<file path="src/rtl/tws_pkg.sv">
package tws_pkg;
  typedef enum logic [1:0] {
    A_DATA = 2'd0,
    A_CTRL = 2'd1,
    A_STAT = 2'd2,
    A_NONE = 2'd3
  } tws_addr_e;

  localparam int unsigned CTL_MASTER = 0;
  localparam int unsigned CTL_ESEL   = 1;
  localparam int unsigned CTL_TGL    = 2;
endpackage

</file>
<file path="src/rtl/tws_sck_front.sv">
module tws_sck_front #(
  parameter int unsigned SYNC_STAGES = 2
) (
  input  logic clk,
  input  logic rst,
  input  logic master,
  input  logic tgl,
  input  logic sck_ext,
  output logic sck_o,
  output logic rise,
  output logic fall
);
  logic [SYNC_STAGES-1:0] sync_q;
  logic sck_q;
  logic prev_q;
  logic src;

  assign src   = master ? sck_q : sync_q[SYNC_STAGES-1];
  assign rise  = src & ~prev_q;
  assign fall  = ~src & prev_q;
  assign sck_o = sck_q;

  always_ff @(posedge clk) begin
    if (rst) begin
      sync_q <= '0;
      sck_q  <= 1'b0;
      prev_q <= 1'b0;
    end else begin
      sync_q <= {sync_q[SYNC_STAGES-2:0], sck_ext};
      prev_q <= src;
      if (master && tgl) sck_q <= ~sck_q;
    end
  end

  // a master toggle inverts the clock output
  a_r3_toggle_inverts: assert property (@(posedge clk) disable iff (rst)
    (master && tgl) |=> (sck_o != $past(sck_o)));
  // no toggle, no change of the generated clock
  a_r3_no_toggle_hold: assert property (@(posedge clk) disable iff (rst)
    !(master && tgl) |=> $stable(sck_o));
endmodule

</file>
<file path="src/rtl/tws_shift_core.sv">
module tws_shift_core #(
  parameter int unsigned DATA_W = 8
) (
  input  logic              clk,
  input  logic              rst,
  input  logic              load,
  input  logic [DATA_W-1:0] load_data,
  input  logic              sample,
  input  logic              change,
  input  logic              sdi,
  output logic [DATA_W-1:0] shreg,
  output logic              sdo
);
  logic [DATA_W-1:0] sr_q;
  logic              do_q;

  always_ff @(posedge clk) begin
    if (rst) begin
      sr_q <= '0;
      do_q <= 1'b0;
    end else if (load) begin
      sr_q <= load_data;
      do_q <= load_data[DATA_W-1];
    end else begin
      if (sample) sr_q <= {sr_q[DATA_W-2:0], sdi};
      if (change) do_q <= sr_q[DATA_W-1];
    end
  end

  assign shreg = sr_q;
  assign sdo   = do_q;

  // output latch holds outside change edges and loads
  a_r10_sdo_steady: assert property (@(posedge clk) disable iff (rst)
    (!change && !load) |=> $stable(sdo));
  // a load beats a coincident shift
  a_r9_load_wins: assert property (@(posedge clk) disable iff (rst)
    load |=> (shreg == $past(load_data)));
endmodule

</file>
<file path="src/rtl/tws_edge_counter.sv">
module tws_edge_counter #(
  parameter int unsigned CNT_W = 4
) (
  input  logic             clk,
  input  logic             rst,
  input  logic             edge_any,
  input  logic             cnt_wr,
  input  logic [CNT_W-1:0] cnt_wdata,
  input  logic             flag_clr,
  output logic [CNT_W-1:0] cnt,
  output logic             flag
);
  localparam logic [CNT_W-1:0] CNT_MAX = '1;

  logic [CNT_W-1:0] cnt_q;
  logic             flag_q;
  logic             wrap;

  assign wrap = edge_any && (cnt_q == CNT_MAX);

  always_ff @(posedge clk) begin
    if (rst) begin
      cnt_q  <= '0;
      flag_q <= 1'b0;
    end else begin
      if (cnt_wr)        cnt_q <= cnt_wdata;
      else if (edge_any) cnt_q <= cnt_q + 1'b1;
      if (wrap)          flag_q <= 1'b1;
      else if (flag_clr) flag_q <= 1'b0;
    end
  end

  assign cnt  = cnt_q;
  assign flag = flag_q;

  // edge at the top count raises the flag
  a_r6_wrap_sets_flag: assert property (@(posedge clk) disable iff (rst)
    (edge_any && cnt == CNT_MAX) |=> flag);
  // flag is sticky without a clear
  a_r6_flag_sticky: assert property (@(posedge clk) disable iff (rst)
    (flag && !flag_clr) |=> flag);
  // with no edge and no write the count holds
  a_r2_count_hold: assert property (@(posedge clk) disable iff (rst)
    (!edge_any && !cnt_wr) |=> $stable(cnt));
endmodule

</file>
<file path="src/rtl/tws_top.sv">
module tws_top
  import tws_pkg::*;
#(
  parameter int unsigned DATA_W      = 8,
  parameter int unsigned SYNC_STAGES = 2
) (
  input  logic              clk,
  input  logic              rst,
  input  logic [1:0]        reg_addr,
  input  logic              reg_wr,
  input  logic [DATA_W-1:0] reg_wdata,
  output logic [DATA_W-1:0] reg_rdata,
  input  logic              sdi_i,
  output logic              sdo_o,
  input  logic              sck_in_i,
  output logic              sck_out_o
);
  localparam int unsigned CNT_W = $clog2(2 * DATA_W);

  logic              master_q;
  logic              esel_q;
  logic              wr_data, wr_ctrl, wr_stat;
  logic              tgl;
  logic              rise, fall, sample, change, edge_any;
  logic [DATA_W-1:0] shreg;
  logic [CNT_W-1:0]  cnt;
  logic              flag;
  logic [DATA_W-1:0] stat_w, ctrl_w, rd_mux;
  logic [DATA_W-1:0] rdata_q;

  assign wr_data = reg_wr && (tws_addr_e'(reg_addr) == A_DATA);
  assign wr_ctrl = reg_wr && (tws_addr_e'(reg_addr) == A_CTRL);
  assign wr_stat = reg_wr && (tws_addr_e'(reg_addr) == A_STAT);
  assign tgl     = wr_ctrl && reg_wdata[CTL_TGL];

  always_ff @(posedge clk) begin
    if (rst) begin
      master_q <= 1'b0;
      esel_q   <= 1'b0;
    end else if (wr_ctrl) begin
      master_q <= reg_wdata[CTL_MASTER];
      esel_q   <= reg_wdata[CTL_ESEL];
    end
  end

  tws_sck_front #(.SYNC_STAGES(SYNC_STAGES)) front_i (
    .clk     (clk),
    .rst     (rst),
    .master  (master_q),
    .tgl     (tgl),
    .sck_ext (sck_in_i),
    .sck_o   (sck_out_o),
    .rise    (rise),
    .fall    (fall)
  );

  assign sample   = esel_q ? fall : rise;
  assign change   = esel_q ? rise : fall;
  assign edge_any = rise | fall;

  tws_shift_core #(.DATA_W(DATA_W)) core_i (
    .clk       (clk),
    .rst       (rst),
    .load      (wr_data),
    .load_data (reg_wdata),
    .sample    (sample),
    .change    (change),
    .sdi       (sdi_i),
    .shreg     (shreg),
    .sdo       (sdo_o)
  );

  tws_edge_counter #(.CNT_W(CNT_W)) cnt_i (
    .clk       (clk),
    .rst       (rst),
    .edge_any  (edge_any),
    .cnt_wr    (wr_stat),
    .cnt_wdata (reg_wdata[CNT_W-1:0]),
    .flag_clr  (wr_stat && reg_wdata[DATA_W-1]),
    .cnt       (cnt),
    .flag      (flag)
  );

  always_comb begin
    stat_w              = '0;
    stat_w[CNT_W-1:0]   = cnt;
    stat_w[DATA_W-1]    = flag;
    ctrl_w              = '0;
    ctrl_w[CTL_MASTER]  = master_q;
    ctrl_w[CTL_ESEL]    = esel_q;
    case (tws_addr_e'(reg_addr))
      A_DATA:  rd_mux = shreg;
      A_CTRL:  rd_mux = ctrl_w;
      A_STAT:  rd_mux = stat_w;
      default: rd_mux = '0;
    endcase
  end

  always_ff @(posedge clk) begin
    if (rst) rdata_q <= '0;
    else     rdata_q <= rd_mux;
  end

  assign reg_rdata = rdata_q;

  // a sampling edge and a change edge never coincide
  a_r5_edges_exclusive: assert property (@(posedge clk) disable iff (rst)
    !(sample && change));
  // the strobe bit never reads back
  a_r3_strobe_reads_zero: assert property (@(posedge clk) disable iff (rst)
    ($past(tws_addr_e'(reg_addr)) == A_CTRL) |-> !reg_rdata[CTL_TGL]);
endmodule

</file>
<file path="config.mk">
export PLATFORM = sky130hd
export DESIGN_NAME = tws_top
export DESIGN_NICKNAME = d
export VERILOG_FILES = /design/src/rtl/tws_pkg.sv /design/src/rtl/tws_sck_front.sv /design/src/rtl/tws_shift_core.sv /design/src/rtl/tws_edge_counter.sv /design/src/rtl/tws_top.sv
export SDC_FILE = /design/constraint.sdc
export NUM_CORES = 1
export LEC_CHECK = 0
export ABC_CLOCK_PERIOD_IN_PS = 3520
export BUFFER_PORTS_ARGS = -buffer_cell sky130_fd_sc_hd__buf_2
export CORE_MARGIN = 5
export CORE_UTILIZATION = 50
export CTS_CLUSTER_SIZE = 14
export DETAILED_ROUTE_END_ITERATION = 8
export PLACE_DENSITY = 0.74
export SLEW_MARGIN = 40
export SYNTH_ARGS = -nofsm -noshare
export SYNTH_HDL_FRONTEND = slang
export SYNTH_SLANG_ARGS = --single-unit
</file>
<file path="constraint.sdc">
create_clock -name clk -period 3.52 [get_ports clk]
set_input_delay 0.704 -clock clk [delete_from_list [all_inputs] [get_ports clk]]
set_output_delay 0.704 -clock clk [all_outputs]
set_load 0.03 [all_outputs]
</file>
=== Yosys cells after proc, flatten, opt, wreduce, memory -nomap -nowiden ===
Cells that the tools add are included.

* Add/subtract/negate cells: 1
* Equality and inequality tests: 3
* Mux-type cells: 12
* Bitwise operators: 6
* Reductions and logical operators: 12

{| class="wikitable"
|+ Operator list
! cell !! number
|-
| one-hot mux 8 bit (3 select lines) || 1
|-
| two-way mux 8 bit || 2
|-
| two-way mux 4 bit || 2
|-
| nonzero test 2 bit || 4
|-
| logical AND 1 bit || 7
|-
| two-way mux 1 bit || 7
|-
| adder 4 x 1 -> 4 bit, second input constant || 1
|-
| equality test 4 bit, second input constant || 1
|-
| inverter 1 bit || 3
|-
| AND 1 bit || 2
|-
| equality test 2 x 1 -> 1 bit, second input constant || 1
|-
| equality test 2 bit, second input constant || 1
|-
| logical NOT 2 bit || 1
|-
| OR 1 bit || 1
|}

* Flip-flop bits (word level): 28
* Output and inout port bits: 10
* Logic and storage cells: 44

=== Depth between registers and ports, before layout ===
Gate-level depths: netlist (run 1).

* Depth in word-level cells: 6
* Mapped depth: 6

=== Modules after synthesis ===
A second synthesis (run 1) with hierarchy kept.

* Cells, all modules: 120
* Area total of the unflattened synthesis: 1246.2 µm²

{| class="wikitable"
|+ By module, submodules not included
! module !! instances !! cells each !! area each (µm²) !! seq. area each (µm²)
|-
| tws_top || 1 || 43 || 457.9 || 200.2
|-
| tws_shift_core || 1 || 38 || 406.6 || 180.2
|-
| tws_edge_counter || 1 || 26 || 242.7 || 100.1
|-
| tws_sck_front || 1 || 13 || 138.9 || 80.1
|}

=== Worst setup path after synthesis (run 1) ===
OpenSTA, ideal clock, no wires.

* Kind: input to register
* Start point: input reg_addr[0]
* End point: register core_i.do_q, in the netlist core_i.sdo
* Arrival: 1635 ps
* Data required time: 3401 ps
* Setup slack: 1766 ps
* Stages on the path: 6
* Cell sequence: buf_4 or3b_1 buf_6 buf_8 o21bai_2 a21oi_1

* Longest elaborated chain between the ends: 3

{| class="wikitable"
|+ RTL lines
! element !! line !! text
|-
| from (decl) || tws_top.sv:9 || <nowiki>input logic [1:0] reg_addr,</nowiki>
|-
| logical NOT 2 bit (*) || tws_top.sv:31 || <nowiki>assign wr_data = reg_wr && (tws_addr_e'(reg_addr) == A_DATA);</nowiki>
|-
| logical AND 1 bit (*) || tws_top.sv:31 ||
|-
| two-way mux 1 bit or nonzero test 2 bit (tied branches) || -- ||
|-
| to (signal assigned) || tws_shift_core.sv:23 || <nowiki>do_q <= load_data[DATA_W-1];</nowiki>
|-
| to (signal assigned) || tws_shift_core.sv:26 || <nowiki>if (change) do_q <= sr_q[DATA_W-1];</nowiki>
|-
| to (decl) || tws_shift_core.sv:15 || <nowiki>logic do_q;</nowiki>
|}

Every way passes the cells marked *; elsewhere a longest branch is shown, timed or not.
A chain may end at the register's enable or synchronous reset.

=== Worst setup path after layout (run 1) ===
* Start point: register master_q
* End point: register core_i.sr_q[5], in the netlist core_i.shreg[5]

* Longest elaborated chain between the ends: 5

{| class="wikitable"
|+ RTL lines
! element !! line !! text
|-
| from (decl) || tws_top.sv:20 || <nowiki>logic master_q;</nowiki>
|-
| from (signal assigned) || tws_top.sv:41 || <nowiki>master_q <= reg_wdata[CTL_MASTER];</nowiki>
|-
| two-way mux 1 bit (*) || tws_sck_front.sv:18 || <nowiki>assign src = master ? sck_q : sync_q[SYNC_STAGES-1];</nowiki>
|-
| net front_i.src || tws_sck_front.sv:16 || <nowiki>logic src;</nowiki>
|-
| inverter 1 bit || tws_sck_front.sv:20 || <nowiki>assign fall = ~src & prev_q;</nowiki>
|-
| AND 1 bit || tws_sck_front.sv:20 ||
|-
| two-way mux 1 bit (*) || tws_top.sv:57 || <nowiki>assign sample = esel_q ? fall : rise;</nowiki>
|-
| nonzero test 2 bit (no source line) (*) || -- ||
|-
| to (signal assigned) || tws_shift_core.sv:22 || <nowiki>sr_q <= load_data;</nowiki>
|-
| to (signal assigned) || tws_shift_core.sv:25 || <nowiki>if (sample) sr_q <= {sr_q[DATA_W-2:0], sdi};</nowiki>
|-
| to (decl) || tws_shift_core.sv:14 || <nowiki>logic [DATA_W-1:0] sr_q;</nowiki>
|}

Mark *: on every way through the listed nets, which the timed path passes. The rest lies on a longest branch.

==> summary.md, run 1 <==
| Metric | Value |
|---|---|
| Drt drc | `0` |
| Mapped Nets | `136` |
| Req. time, crit path | `3.71 ns` |
| Leak pwr | `0.642 nW` |
| Clk_skew | `0.0118 ns` |
| WL final | `2.25 mm` |
| Initial DRC count | `33` |
| Fmax | `516 MHz` |
| FP Rows | `18` |
| Crit end category | `flip-flop` |
| TritonCTS buffer count | `3` |
| Filler cell count | `227` |
| Die H | `60.0 microns` |
| Crit path max fanout | `8` |
| Global placement routability congestion | `0.725` |
| Cell area power density | `406 nW/um^2` |
| CTS Sinks | `28` |
| CTS Hold Buffers Added | `0` |
| Worst-Skew Late Latency | `0.33 ns` |
| Crit path cell chain | `mux2i_1, inv_1, ha_1, mux2i_4, mux2i_1, a211oi_2` |
| Drt pass-1 iters | `5` |
| Cts repair resizes | `0` |
| RSZ-0062 raised after global routing | `no` |
| Largest net degree at the start of global routing | `26` |
| Crit Path Category | `flip-flop to flip-flop` |
| Port Buffer Count | `24` |
| Hold Path Class | `flip-flop to flip-flop` |
| FF/Latch Area | `561 sq um` |
| Initial Utilization | `0.514` |
| Worst slew pin tran | `0.656 ns` |
| Vias per Instance | `5.35` |
| Pwr Total | `565 uW` |
| R2R Path End | `core_i.shreg[5]` |
| FF-to-FF setup slack | `1.58 ns` |
| Routed vias | `909` |
| WL/cell | `13.3 microns` |
| Fin crit share | `0.551` |
| Fraction of layout cells with a size suffix above 1 | `0.264` |
| Max-Cap Viols | `0` |
| Boundary Pins | `25` |
| # diodes | `0` |
| Synth warnings | `0` |
| Min-delay src | `front_i.sync_q[0]` |
| Synth unique cells | `27` |
| Fin. Hold Viols | `0` |
| Synthesized cell area | `1250 sq um` |
| Die Area | `3600 sq um` |
| Top-area cell type share of the netlist area | `0.448` |
| Detail Placement HPWL | `1.73 mm` |
| Gr usage total | `0.148` |
| Initial antenna violation count | `0` |
| Synth area leader | `dfxtp_1` |
| Clk buf depth | `2` |
| Avg Inst Size Synth | `10.6 sq um` |
| Final setup TNS | `0 ns` |
| CP max stage cell | `dfxtp_1` |
| Setup crit start kind | `flip-flop` |
| Multi-input logic area | `627 sq um` |
| Grt ovf | `0` |
| Root buf cell | `clkbuf_4` |
| Final Net Count | `159` |
| VDD IR max | `0.237 mV` |
| CTS H-tree depth | `1` |
| Pins over their slew limit | `0` |
| Global-route wire length before repair | `3.97 mm` |
| Core area | `2430 sq um` |
| CTS tree | `done` |
| Clock slew at reported path FFs | `0.15 ns` |
| Arrival time of the worst setup path | `2.13 ns` |
| Sequential share of the synthesized area | `0.448` |
| R2R cell count | `6` |
| Tmin final | `1.94 ns` |
| Slew HR | `0.563` |
| Post-Synthesis Cells | `118` |
| CP peak stage delay | `0.44 ns` |
| Number of global-route vias before repair | `910` |
| Synth area leaders | `dfxtp_1 (45%), mux2i_1 (15%), a211oi_2 (7.0%)` |
| Final setup vio count | `0` |
| FF+latch count, synth | `28` |
| Hold Path Stages | `1` |
| Hold Path End | `front_i.sync_q[1]` |
| Die span in x | `60.0 microns` |
| Post-CTS setup buffer count | `0` |
| Worst r2r src | `master_q` |
| Remaining antenna violation count after routing | `0` |
| Outcome | `completed` |
| Top cell by count, worst path | `mux2i_1` |
| Synth-to-layout area growth | `11.3%` |
## Yosys cell counts
| master | number |
|---|---|
| a211oi_1 | 3 |
| a211oi_2 | 7 |
| a21oi_1 | 5 |
| a2bb2oi_1 | 2 |
| and2_1 | 3 |
| buf_4 | 1 |
| buf_6 | 2 |
| buf_8 | 1 |
| clkbuf_1 | 2 |
| dfxtp_1 | 28 |
| ha_1 | 3 |
| inv_1 | 3 |
| mux2i_1 | 19 |
| mux2i_4 | 1 |
| nand2_1 | 2 |
| nand3_1 | 2 |
| nand3b_1 | 2 |
| nand4b_1 | 1 |
| nor2_1 | 15 |
| nor2b_1 | 4 |
| nor3_1 | 4 |
| o21ai_0 | 2 |
| o21bai_2 | 1 |
| or3_1 | 1 |
| or3b_1 | 1 |
| xnor2_1 | 2 |
| xor2_1 | 1 |
## power by group
part / internal, mW / switching [mW] / total (mW)
logic: 0.0317 / 0.0382 / 0.0698
registers: 0.330 / 0.0102 / 0.341
clock network: 0.0633 / 0.0912 / 0.154
total: 0.425 / 0.140 / 0.565
## cell families after synthesis
logic type / synth area share
xor gates and xnor gates: 0.0210
DFF: 0.448
AOI/OAI and AO/OA: 0.139
muxes: 0.170
and+or+nand+nor: 0.141
buffers and inverters: 0.0510
adders and majority gates: 0.0300
## layout by cell type, fill, tap and decap left out
cell,instances
a211oi_1,3
a211oi_2,7
a21oi_1,5
a2bb2oi_1,2
and2_1,3
buf_2,24
clkbuf_4,3
clkbuf_8,1
dfxtp_1,28
ha_1,3
inv_1,3
mux2i_1,19
mux2i_4,1
nand2_1,2
nand3_1,2
nand3b_1,2
nand4b_1,1
nor2_1,15
nor2b_1,4
nor3_1,4
o21ai_0,2
o21bai_2,1
or3_1,1
or3b_1,1
xnor2_1,2
xor2_1,1
## metrics by stage
step | cells | hold slack, ns | cell area [sq um] | setup WS, ns | utilization
after floorplan | 118 | 0.414 | 1250 | 1.77 | -
after global placement | 166 | 0.425 | 1360 | 1.55 | 0.558
after detailed placement | 166 | 0.436 | 1360 | 1.52 | 0.558
after CTS | 170 | 0.464 | 1390 | 1.56 | 0.573
after global routing | 170 | 0.472 | 1390 | 1.42 | 0.573
final | 170 | 0.461 | 1390 | 1.58 | 0.573
## worst max-delay path by stage
stage | end | cells after the start | slack [ns] | startpoint
global placement | core_i.sdo | 4 | 1.55 | reg_addr[1]
global route | core_i.shreg[0] | 6 | 1.42 | master_q
finish | core_i.shreg[5] | 6 | 1.58 | master_q
floorplan | core_i.sdo | 6 | 1.77 | reg_addr[0]
CTS | core_i.shreg[5] | 6 | 1.56 | master_q
detailed placement | core_i.shreg[5] | 4 | 1.52 | reg_addr[1]
## layer usage
metal,vias to the layer above,GRT usage,part of all wire
li1,459,-,-
met5,-,0,0
met1,414,0.188,0.44
met2,32,0.238,0.47
met3,4,0.0346,0.076
met4,0,0.0665,0.011
## final cells by class
type,instances,share of cell area
multi-input combinational,81,0.450
sequential,28,0.403
timing repair buffer,24,0.0863
tap,30,0.0270
clock buffer,4,0.0261
inverter,3,0.00809
## sequential cells by signal, indices dropped and copies added, names as in the netlist
register	flops
front_i.prev_q	1
core_i.shreg	8
reg_rdata	8
front_i.sync_q	2
cnt_i.flag	1
esel_q	1
master_q	1
front_i.sck_o	1
cnt_i.cnt	4
core_i.sdo	1
## critical path: cells and delay by family (launching register included)
family                     cells  cell delay, ns
AOI/OAI and AO/OA              1            0.09
muxes                          3            0.96
DFF                            1            0.44
buffers and inverters          1            0.08
adders and majority gates      1            0.25
(Power assumes the default switching activity.)
==> run 2: changes to the inputs <==
--- a/config.mk
+++ b/config.mk
@@ -5,7 +5,7 @@
 export SDC_FILE = /design/constraint.sdc
 export NUM_CORES = 1
 export LEC_CHECK = 0
-export ABC_CLOCK_PERIOD_IN_PS = 3520
+export ABC_CLOCK_PERIOD_IN_PS = 1950
 export BUFFER_PORTS_ARGS = -buffer_cell sky130_fd_sc_hd__buf_2
 export CORE_MARGIN = 5
 export CORE_UTILIZATION = 50
==> constraint.sdc (replaced) <==
create_clock -name clk -period 1.95 [get_ports clk]
set_input_delay 0.39 -clock clk [delete_from_list [all_inputs] [get_ports clk]]
set_output_delay 0.39 -clock clk [all_outputs]
set_load 0.03 [all_outputs]
==> run 2 against run 1 <==
Net effect: wire length grew 6.7%; register-to-register slack worse by 1.5 ns; core utilization is 0.51 points higher; count of clock-buffer cells in the layout is 1 lower; first-iteration DRC count is 55% lower; via count is 2.3% lower; global-route usage increased by 1.2 points; maximum frequency increased by 5.5%; power rose by 74%; critical path depth up 1.
==> summary.md, run 2 (synthesis gave the netlist of run 1 again) <==
| Metric | Value |
|---|---|
| Clk_skew | `0.0123 ns` |
| Largest net degree at the start of global routing | `18` |
| Finished Layout Cells | `172` |
| Leak pwr | `0.650 nW` |
| Die span in x | `60.0 microns` |
| WL/cell | `14.0 microns` |
| Worst slew pin tran | `0.312 ns` |
| Outcome | `completed` |
| Drt pass-1 iters | `4` |
| WL final | `2.40 mm` |
| Hold Path Stages | `2` |
| Routed vias | `888` |
| Initial Utilization | `0.514` |
| Global placement routability congestion | `0.766` |
| Grt ovf | `0` |
| Detail Placement HPWL | `1.87 mm` |
| Final setup TNS | `0 ns` |
| Die H | `60.0 microns` |
| Fraction of layout cells with a size suffix above 1 | `0.282` |
| Synth-to-layout area growth | `12.3%` |
| Pwr Total | `985 uW` |
| Fin crit share | `0.943` |
| # diodes | `0` |
| Clk buf depth | `2` |
| FP Rows | `18` |
| Die Area | `3600 sq um` |
| CTS H-tree depth | `1` |
| Drt drc | `0` |
| Req. time, crit path | `2.16 ns` |
| Commonest cells after routing, fill and taps aside | `dfxtp_1 (28), buf_2 (24), mux2i_1 (18)` |
| Fin. Hold Viols | `0` |
| Crit Path Category | `flip-flop to flip-flop` |
| Core area | `2430 sq um` |
| Hold Path Class | `input port to flip-flop` |
| VDD IR max | `0.443 mV` |
| Gr usage total | `0.161` |
| TritonCTS buffer count | `3` |
| Min-delay src | `sck_in_i` |
| Placed cells | `169` |
| Crit path max fanout | `8` |
| Tmin final | `1.84 ns` |
| Global-route wire length before repair | `4.23 mm` |
| Vias per Instance | `5.16` |
| Cell area power density | `701 nW/um^2` |
| Max-Cap Viols | `0` |
| Boundary Pins | `25` |
| R2R cell count | `7` |
| Setup crit start kind | `flip-flop` |
| Initial DRC count | `15` |
| CTS Sinks | `28` |
| Worst-Skew Late Latency | `0.33 ns` |
| Slew HR | `0.791` |
| FF-to-FF setup slack | `0.11 ns` |
| Number of global-route vias before repair | `951` |
| Clock slew at reported path FFs | `0.15 ns` |
| Commonest non-fill, non-tap cell in the layout | `dfxtp_1` |
| Hold Path End | `front_i.sync_q[0]` |
| Final Net Count | `162` |
| Initial antenna violation count | `0` |
| Worst r2r src | `master_q` |
| Final setup vio count | `0` |
| Port Buffer Count | `24` |
| Arrival time of the worst setup path | `2.05 ns` |
| Pins over their slew limit | `0` |
| Root buf cell | `clkbuf_4` |
| Fmax | `544 MHz` |
| Crit end category | `flip-flop` |
| Remaining antenna violation count after routing | `0` |
| RSZ-0062 raised after global routing | `no` |
| CTS tree | `done` |
| R2R Path End | `core_i.shreg[4]` |
==> run 2: timing repair <==
action / in CTS / in global routing
buffers inserted: 0 / 0
endpoints found under the setup margin: 0 / 1
endpoints found under the hold margin: 0 / 0
hold buffers: 0 / 0
resized for setup: 0 / 1
==> run 2: worst max-delay path by stage <==
| stage | from | end | slack [ns] |
|---|---|---|---|
| 2_1_floorplan | front_i.sck_o | core_i.shreg[1] | 0.22 |
| 3_3_place_gp | master_q | core_i.shreg[4] | 0.20 |
| 3_5_place_dp | master_q | core_i.shreg[4] | 0.12 |
| 4_1_cts | master_q | core_i.shreg[4] | 0.08 |
| 5_1_grt | master_q | core_i.shreg[4] | 0.04 |
| 6_report | master_q | core_i.shreg[4] | 0.11 |
==> run 2: critical path: stages (launching register included) <==
cell and delay [ns]:
dfxtp_1 0.43, mux2i_2 0.27, inv_1 0.07, ha_1 0.24, mux2i_4 0.14, buf_4 0.21
mux2i_1 0.26, a211oi_2 0.09
==> run 2: metrics by stage <==
step	instance area, sq um	setup WS [ns]	hold slack, ns	utilization
after floorplan	1250	0.220	0.414	-
after global routing	1410	0.0449	0.267	0.578
after CTS	1400	0.0785	0.273	0.576
after detailed placement	1380	0.124	0.461	0.567
after global placement	1380	0.204	0.418	0.567
final	1410	0.112	0.271	0.578
==> run 2: layout make-up <==
type,instances,area (sq um)
clock buffers,3,22.5
repair buffers,27,143
flip-flops and latches,28,561
inverters,3,11.3
well taps,30,37.5
multi-input cells,81,631
fillers,230,1030
==> run 2: layer usage <==
metal	routed length [microns]	track usage	vias up
met5	0	0	-
met4	51	0.0854	0
met3	96	0.0302	4
met2	1150	0.253	13
met1	1110	0.206	404
li1	-	-	467
==> run 2: report_power, final <==
part	total, mW	leakage, nW	switching, mW	internal, mW
registers	0.615	0.228	0.0186	0.597
clock network	0.238	0.0138	0.165	0.0725
logic	0.133	0.408	0.0718	0.0608
total	0.985	0.650	0.256	0.730
